**config.mk**
```make
export PLATFORM = sky130hd
export DESIGN_NAME = lzc64_tree
export DESIGN_NICKNAME = d
export VERILOG_FILES = /design/src/rtl/lzc64_tree.sv
export SDC_FILE = /design/constraint.sdc
export NUM_CORES = 1
export LEC_CHECK = 0
export BUFFER_PORTS_ARGS = -buffer_cell sky130_fd_sc_hd__buf_2
export CORE_MARGIN = 2
export CORE_UTILIZATION = 35
export CTS_CLUSTER_SIZE = 14
export DETAILED_ROUTE_END_ITERATION = 8
export PLACE_DENSITY = 0.81
export SETUP_SLACK_MARGIN = 0.5
export SKIP_CTS_REPAIR_TIMING = 1
export SLEW_MARGIN = 5
export SYNTH_ARGS = -nofsm -noshare
export SYNTH_HDL_FRONTEND = slang
export SYNTH_SLANG_ARGS = --single-unit
```
**constraint.sdc**
```tcl
create_clock -name clk -period 0.8 [get_ports clk]
set_clock_uncertainty 0.15 [all_clocks]
set_input_delay 0.08 -clock clk [delete_from_list [all_inputs] [get_ports clk]]
set_output_delay 0.08 -clock clk [all_outputs]
set_load 0.01 [all_outputs]
```
**src/rtl/lzc64_tree.sv**
```systemverilog
module lzc64_tree #(
  parameter int LEVELS = 6
) (
  input  logic              clk,
  input  logic              rst_n,
  input  logic [63:0]       data_i,
  output logic [LEVELS-1:0] lead_cnt_o,
  output logic              all_zero_o
);
  localparam int W = 1 << LEVELS;

  for (genvar k = 0; k <= LEVELS; k++) begin : lvl
    localparam int N = W >> k;
    logic [N-1:0]      z;
    logic [LEVELS-1:0] c [N];
    if (k == 0) begin : g_leaf
      assign z = ~data_i[W-1:0];
      for (genvar i = 0; i < N; i++) begin : g_n
        assign c[i] = '0;
      end
    end else begin : g_merge
      for (genvar i = 0; i < N; i++) begin : g_n
        logic              hi_z;
        logic [LEVELS-1:0] pick;
        assign hi_z  = lvl[k-1].z[2*i+1];
        assign pick  = hi_z ? lvl[k-1].c[2*i] : lvl[k-1].c[2*i+1];
        assign z[i]  = hi_z & lvl[k-1].z[2*i];
        always_comb begin
          c[i]      = pick;
          c[i][k-1] = hi_z;
        end
      end
    end
  end

  logic root_z;
  assign root_z = lvl[LEVELS].z[0];

  always_ff @(posedge clk or negedge rst_n) begin
    if (!rst_n) begin
      lead_cnt_o <= '0;
      all_zero_o <= 1'b0;
    end else begin
      lead_cnt_o <= root_z ? '0 : lvl[LEVELS].c[0];
      all_zero_o <= root_z;
    end
  end

  logic primed;
  always_ff @(posedge clk or negedge rst_n) begin
    if (!rst_n) primed <= 1'b0;
    else        primed <= 1'b1;
  end

  p_cnt_msb_r1: assert property (@(posedge clk) disable iff (!rst_n || !primed)
    !all_zero_o |-> (($past(data_i) >> (6'd63 - lead_cnt_o)) == 64'd1));
  p_flag_match_r2: assert property (@(posedge clk) disable iff (!rst_n || !primed)
    all_zero_o == ($past(data_i) == 64'd0));
  p_cnt_forced_r3: assert property (@(posedge clk) disable iff (!rst_n)
    all_zero_o |-> (lead_cnt_o == '0));
  p_top_bit_r4: assert property (@(posedge clk) disable iff (!rst_n)
    data_i[63] |=> (lead_cnt_o == '0 && !all_zero_o));
  p_hold_r7: assert property (@(posedge clk) disable iff (!rst_n || !primed)
    $stable(data_i) |=> ($stable(lead_cnt_o) && $stable(all_zero_o)));
  always_comb begin
    if (!rst_n) a_reset_r6: assert (lead_cnt_o == '0 && !all_zero_o);
  end
endmodule

```
### Word level (Yosys, flattened, before mapping)

Index checks and enable logic that the tools add are counted.

* mux-type cells: 32
* bitwise operators: 64

Operators with widths (number)
* NOT 64 bit: 1
* bitwise AND 1 bit: 63
* 2-to-1 mux 1 bit: 16
* 2-to-1 mux 2 bit: 8
* 2-to-1 mux 3 bit: 4
* 2-to-1 mux 4 bit: 2
* 2-to-1 mux 6 bit: 1
* 2-to-1 mux 5 bit: 1

* register bits: 7
* output and inout port bits: 7
* logic and storage cells: 98

### Longest topological paths before layout

* depth in word-level cells: 8
* mapped depth: 6
* gate-level depth less buffers: 6

### Least setup slack after synthesis

Ideal clock, no wire load.

* kind: in2reg
* start point: in data_i[58]
* end point: reg lead_cnt_o[0]
* library setup time: 0.120 ns
* arrival time: 1.317 ns
* slack: -0.787 ns
* cell stages on the path: 6
* path buffers: 0
* cells stage by stage: or4_4 > nor2_4 > nand3_4 > a311oi_2 > nor4_1 > a31o_1

* word-level cells in the longest chain between the ends: 8
* elaborated cells between the ends (all ways): 13
* classes of those cells: mux: 6; bitwise: 7

Ends and longest elaborated chain
* start, declared: line 6 `input logic [63:0] data_i,`
* NOT 64 bit (*): line 17 `assign z = ~data_i[W-1:0];`
* bitwise AND 1 bit (*): line 27 `assign z[i] = hi_z & lvl[k-1].z[2*i];`
* 2-to-1 mux 1 bit or bitwise AND 1 bit (tied branches): line 26, 27
* 2-to-1 mux 2 bit or bitwise AND 1 bit (tied branches): line 26, 27
* 2-to-1 mux 3 bit or bitwise AND 1 bit (tied branches): line 26, 27
* 2-to-1 mux 4 bit or bitwise AND 1 bit (tied branches): line 26, 27
* 2-to-1 mux 5 bit or bitwise AND 1 bit (tied branches): line 26, 27
* 2-to-1 mux 6 bit (*): line 44 `lead_cnt_o <= root_z ? '0 : lvl[LEVELS].c[0];`
* end signal, assigned: line 44
* end, declared: line 7 `output logic [LEVELS-1:0] lead_cnt_o,`

Mark *: on every way between the ends. The rest lies on a longest branch, timed or not.

### Final worst setup path

* start point: in data_i[61]
* end point: reg lead_cnt_o[0]

* word-level cells in the longest chain between the ends: 8
* elaborated cells between the ends (all ways): 13
* classes of those cells: mux: 6; bitwise: 7

Ends and longest elaborated chain (line)
* NOT 64 bit (*): 17
* bitwise AND 1 bit (2 in series): 27
* 2-to-1 mux 2 bit or bitwise AND 1 bit (tied branches): 26, 27
* 2-to-1 mux 3 bit or bitwise AND 1 bit (tied branches): 26, 27
* 2-to-1 mux 4 bit or bitwise AND 1 bit (tied branches): 26, 27
* 2-to-1 mux 5 bit or bitwise AND 1 bit (tied branches): 26, 27
* 2-to-1 mux 6 bit (*): 44

Marked as above.

==> qor.yml <==
htreeDepth: 1
grt-ovfl-total: 0
clockBufferDepth: 2
wl_met3_um: 182
fin_crit_sh: 1.904
final_util: 0.7958
highest_layer: "met4"
drt_iter0_markers: 38
crit_type: "in2reg"
die_area_um2: 3069
ant_nets: 0
drt_first_pass_iters: 4
totalWireLength_um: 4165
cap_violations: 0
cts_sinks: 7
hold_slack_ns: -0.5025
layout_common_cells: "buf_2, buf_4, nor2_1, a21oi_1, inv_1"
synthToLayoutAreaGrowth_pct: 115.2
cts_buffers: 3
syn_area_per_cell_um2: 7.224
ir_drop_uv: 833.0
final_common_cell: "buf_2"
initial_utilization: 0.3699
synthCells: 128
portBuffers: 72
yosysWarningCount: 0
grt_pass1_vias: 1552
p_seq_frac: 0.271
viasPerCell: 5.281
cts_tree: "built"
worst_slack_ns: -0.7234
rsz0062_at_grt: "true"
tightestPinTransition_ns: 0.7356
clockRootBuffer: "clkbuf_4"
p_comb_frac: 0.487
path_clk_slew_ns: 0.06
p_int_w: 0.0009268
die_y_um: 55.40
cp.required_ns: 0.80
yosys_register_bits: 7
core_um2: 2500
antenna_cells: 0
startpoint_type: "primary input"
layout.nets: 340
register_area_um2: 175.2
die_width_um: 55.40
outcome: "complete, but fails checks"
max-slew-margin-rel: 0.4969
clkPwrFrac: 0.242
path_max_fanout: 5
synth_area_um2: 924.6
fp-row-count: 18
vias: 1600
pin_count: 73
sw_frac_of_total: 0.3112
clock.fmax_mhz: 656.4
antenna_found_initial: 0
power.leakage_nw: 0.9962
ys_seq_area_frac: 0.1894
wl_per_cell_um: 13.75
place.gp.congestion: 0.8025
hpwl_um: 3241
setup_violations: 14
multi_input_area_um2: 794.5
wl_met1_um: 1640
power.switching_w: 0.0004188
hold_viol: 7
drt_drc_violations_left: 0
ys_types: 32
worstSetupEndpointType: "register"
pwr_density_cell_nw_per_um2: 676.4
grt_usage: 0.2354
wl_met2_um: 2276
fin_crit_ns: 1.523
violations: "hold timing, setup timing"
nFillCells: 174
finalMaxSlewViolations: 0
grt_pass1_wl_um: 6030
hp-class: "in2async"
syn-num-nets: 194
drive_gt1_frac: 0.6190
arrival_ns: 1.52
grt_start_max_net_pins: 8
cells in the mapped netlist:
cell,instances,share of area
o21ai_1,1,0.0054
inv_1,11,0.045
or4_4,4,0.049
and2_4,1,0.0095
or2_2,1,0.0068
nand2b_1,4,0.027
nor4_4,2,0.046
a2111oi_0,2,0.019
nor4_1,13,0.088
nand2_1,4,0.016
nand4_1,1,0.0068
a311oi_2,1,0.016
dfrtp_1,7,0.19
nand3_2,1,0.011
nand3_1,2,0.011
a32oi_1,1,0.0095
o2111ai_1,1,0.0095
and3_2,1,0.0081
nor3_1,9,0.049
o21ai_0,8,0.043
nand3_4,1,0.019
a31o_1,1,0.0095
nor2_1,17,0.069
a21boi_0,1,0.0081
o41ai_1,1,0.0095
o21bai_1,1,0.0081
a21oi_1,18,0.097
and2b_2,1,0.0095
o31ai_1,5,0.041
nor2b_1,3,0.020
nor2_4,3,0.037
o211ai_1,1,0.0081
routing by layer:
| layer | vias to the layer above | track usage |
|---|---|---|
| li1 | 784 | - |
| met1 | 749 | 0.2521 |
| met2 | 61 | 0.4660 |
| met3 | 6 | 0.02576 |
| met4 | 0 | 0.08014 |
| met5 | - | 0 |
worst max-delay path, cell delays in order:
cell and delay (ns):
buf_6 0.09, or4_4 0.56, nor2_4 0.16, nand3_4 0.13, a311oi_2 0.22, nor4_1 0.08
a31o_1 0.19
power by group through the flow:
| stage | combinational (W) | clock (W) | sequential [W] |
|---|---|---|---|
| finish | 0.000656 | 0.000325 | 0.000364 |
| global route | 0.000711 | 0.000355 | 0.000365 |
| CTS | 0.000610 | 0.000323 | 0.000365 |
| detailed placement | 0.000609 | 0 | 0.000371 |
| global placement | 0.000587 | 0 | 0.000370 |
| floorplan | 0.000132 | 0 | 0.000375 |
per-stage QoR:
| step | cell area [um2] | TNS [ns] | power [W] | setup WS, ns | cells |
|---|---|---|---|---|---|
| 3_5_place_dp | 1841 | -6.090 | 0.0009792 | -0.9751 | 299 |
| 3_3_place_gp | 1841 | -5.711 | 0.0009569 | -0.9064 | 299 |
| 4_1_cts | 1867 | -5.499 | 0.001297 | -0.7130 | 303 |
| 6_report | 1989 | -5.394 | 0.001346 | -0.7234 | 303 |
| 2_1_floorplan | 924.6 | -4.356 | 0.0005070 | -0.7858 | 128 |
| 5_1_grt | 1989 | -5.807 | 0.001431 | -0.7536 | 303 |
layout make-up:
cell class                 count  area share
tap                           30     0.01887
sequential                     7     0.08805
timing repair buffer         141      0.4597
inverter                      11     0.02075
multi-input combinational    110      0.3994
clock buffer                   4     0.01321
how the worst max path moves through the flow:
| stage | endpoint | slack, ns | from | depth (start not counted) |
|---|---|---|---|---|
| final | lead_cnt_o[0] | -0.72 | data_i[61] | 7 |
| after global routing | lead_cnt_o[0] | -0.75 | data_i[61] | 7 |
| after CTS | lead_cnt_o[0] | -0.71 | data_i[30] | 7 |
| after detailed placement | lead_cnt_o[0] | -0.98 | data_i[30] | 7 |
| after global placement | lead_cnt_o[0] | -0.91 | data_i[61] | 7 |
| after floorplan | lead_cnt_o[0] | -0.79 | data_i[61] | 6 |
state kept, by name, summed over array words and instances, names as in the netlist:
register and cells:
lead_cnt_o 6, all_zero_o 1
kinds of logic (layout without fill, tap and decap cells):
kind of cell | count (synthesis) | after routing | share of synthesized area
AO/OA/AOI/OAI | 42 | 42 | 0.2842
buffers and inverters | 11 | 156 | 0.04466
flip-flops | 7 | 7 | 0.1894
AND/OR/NAND/NOR | 68 | 68 | 0.4817
No activity file was read; power rests on OpenSTA's default activity.
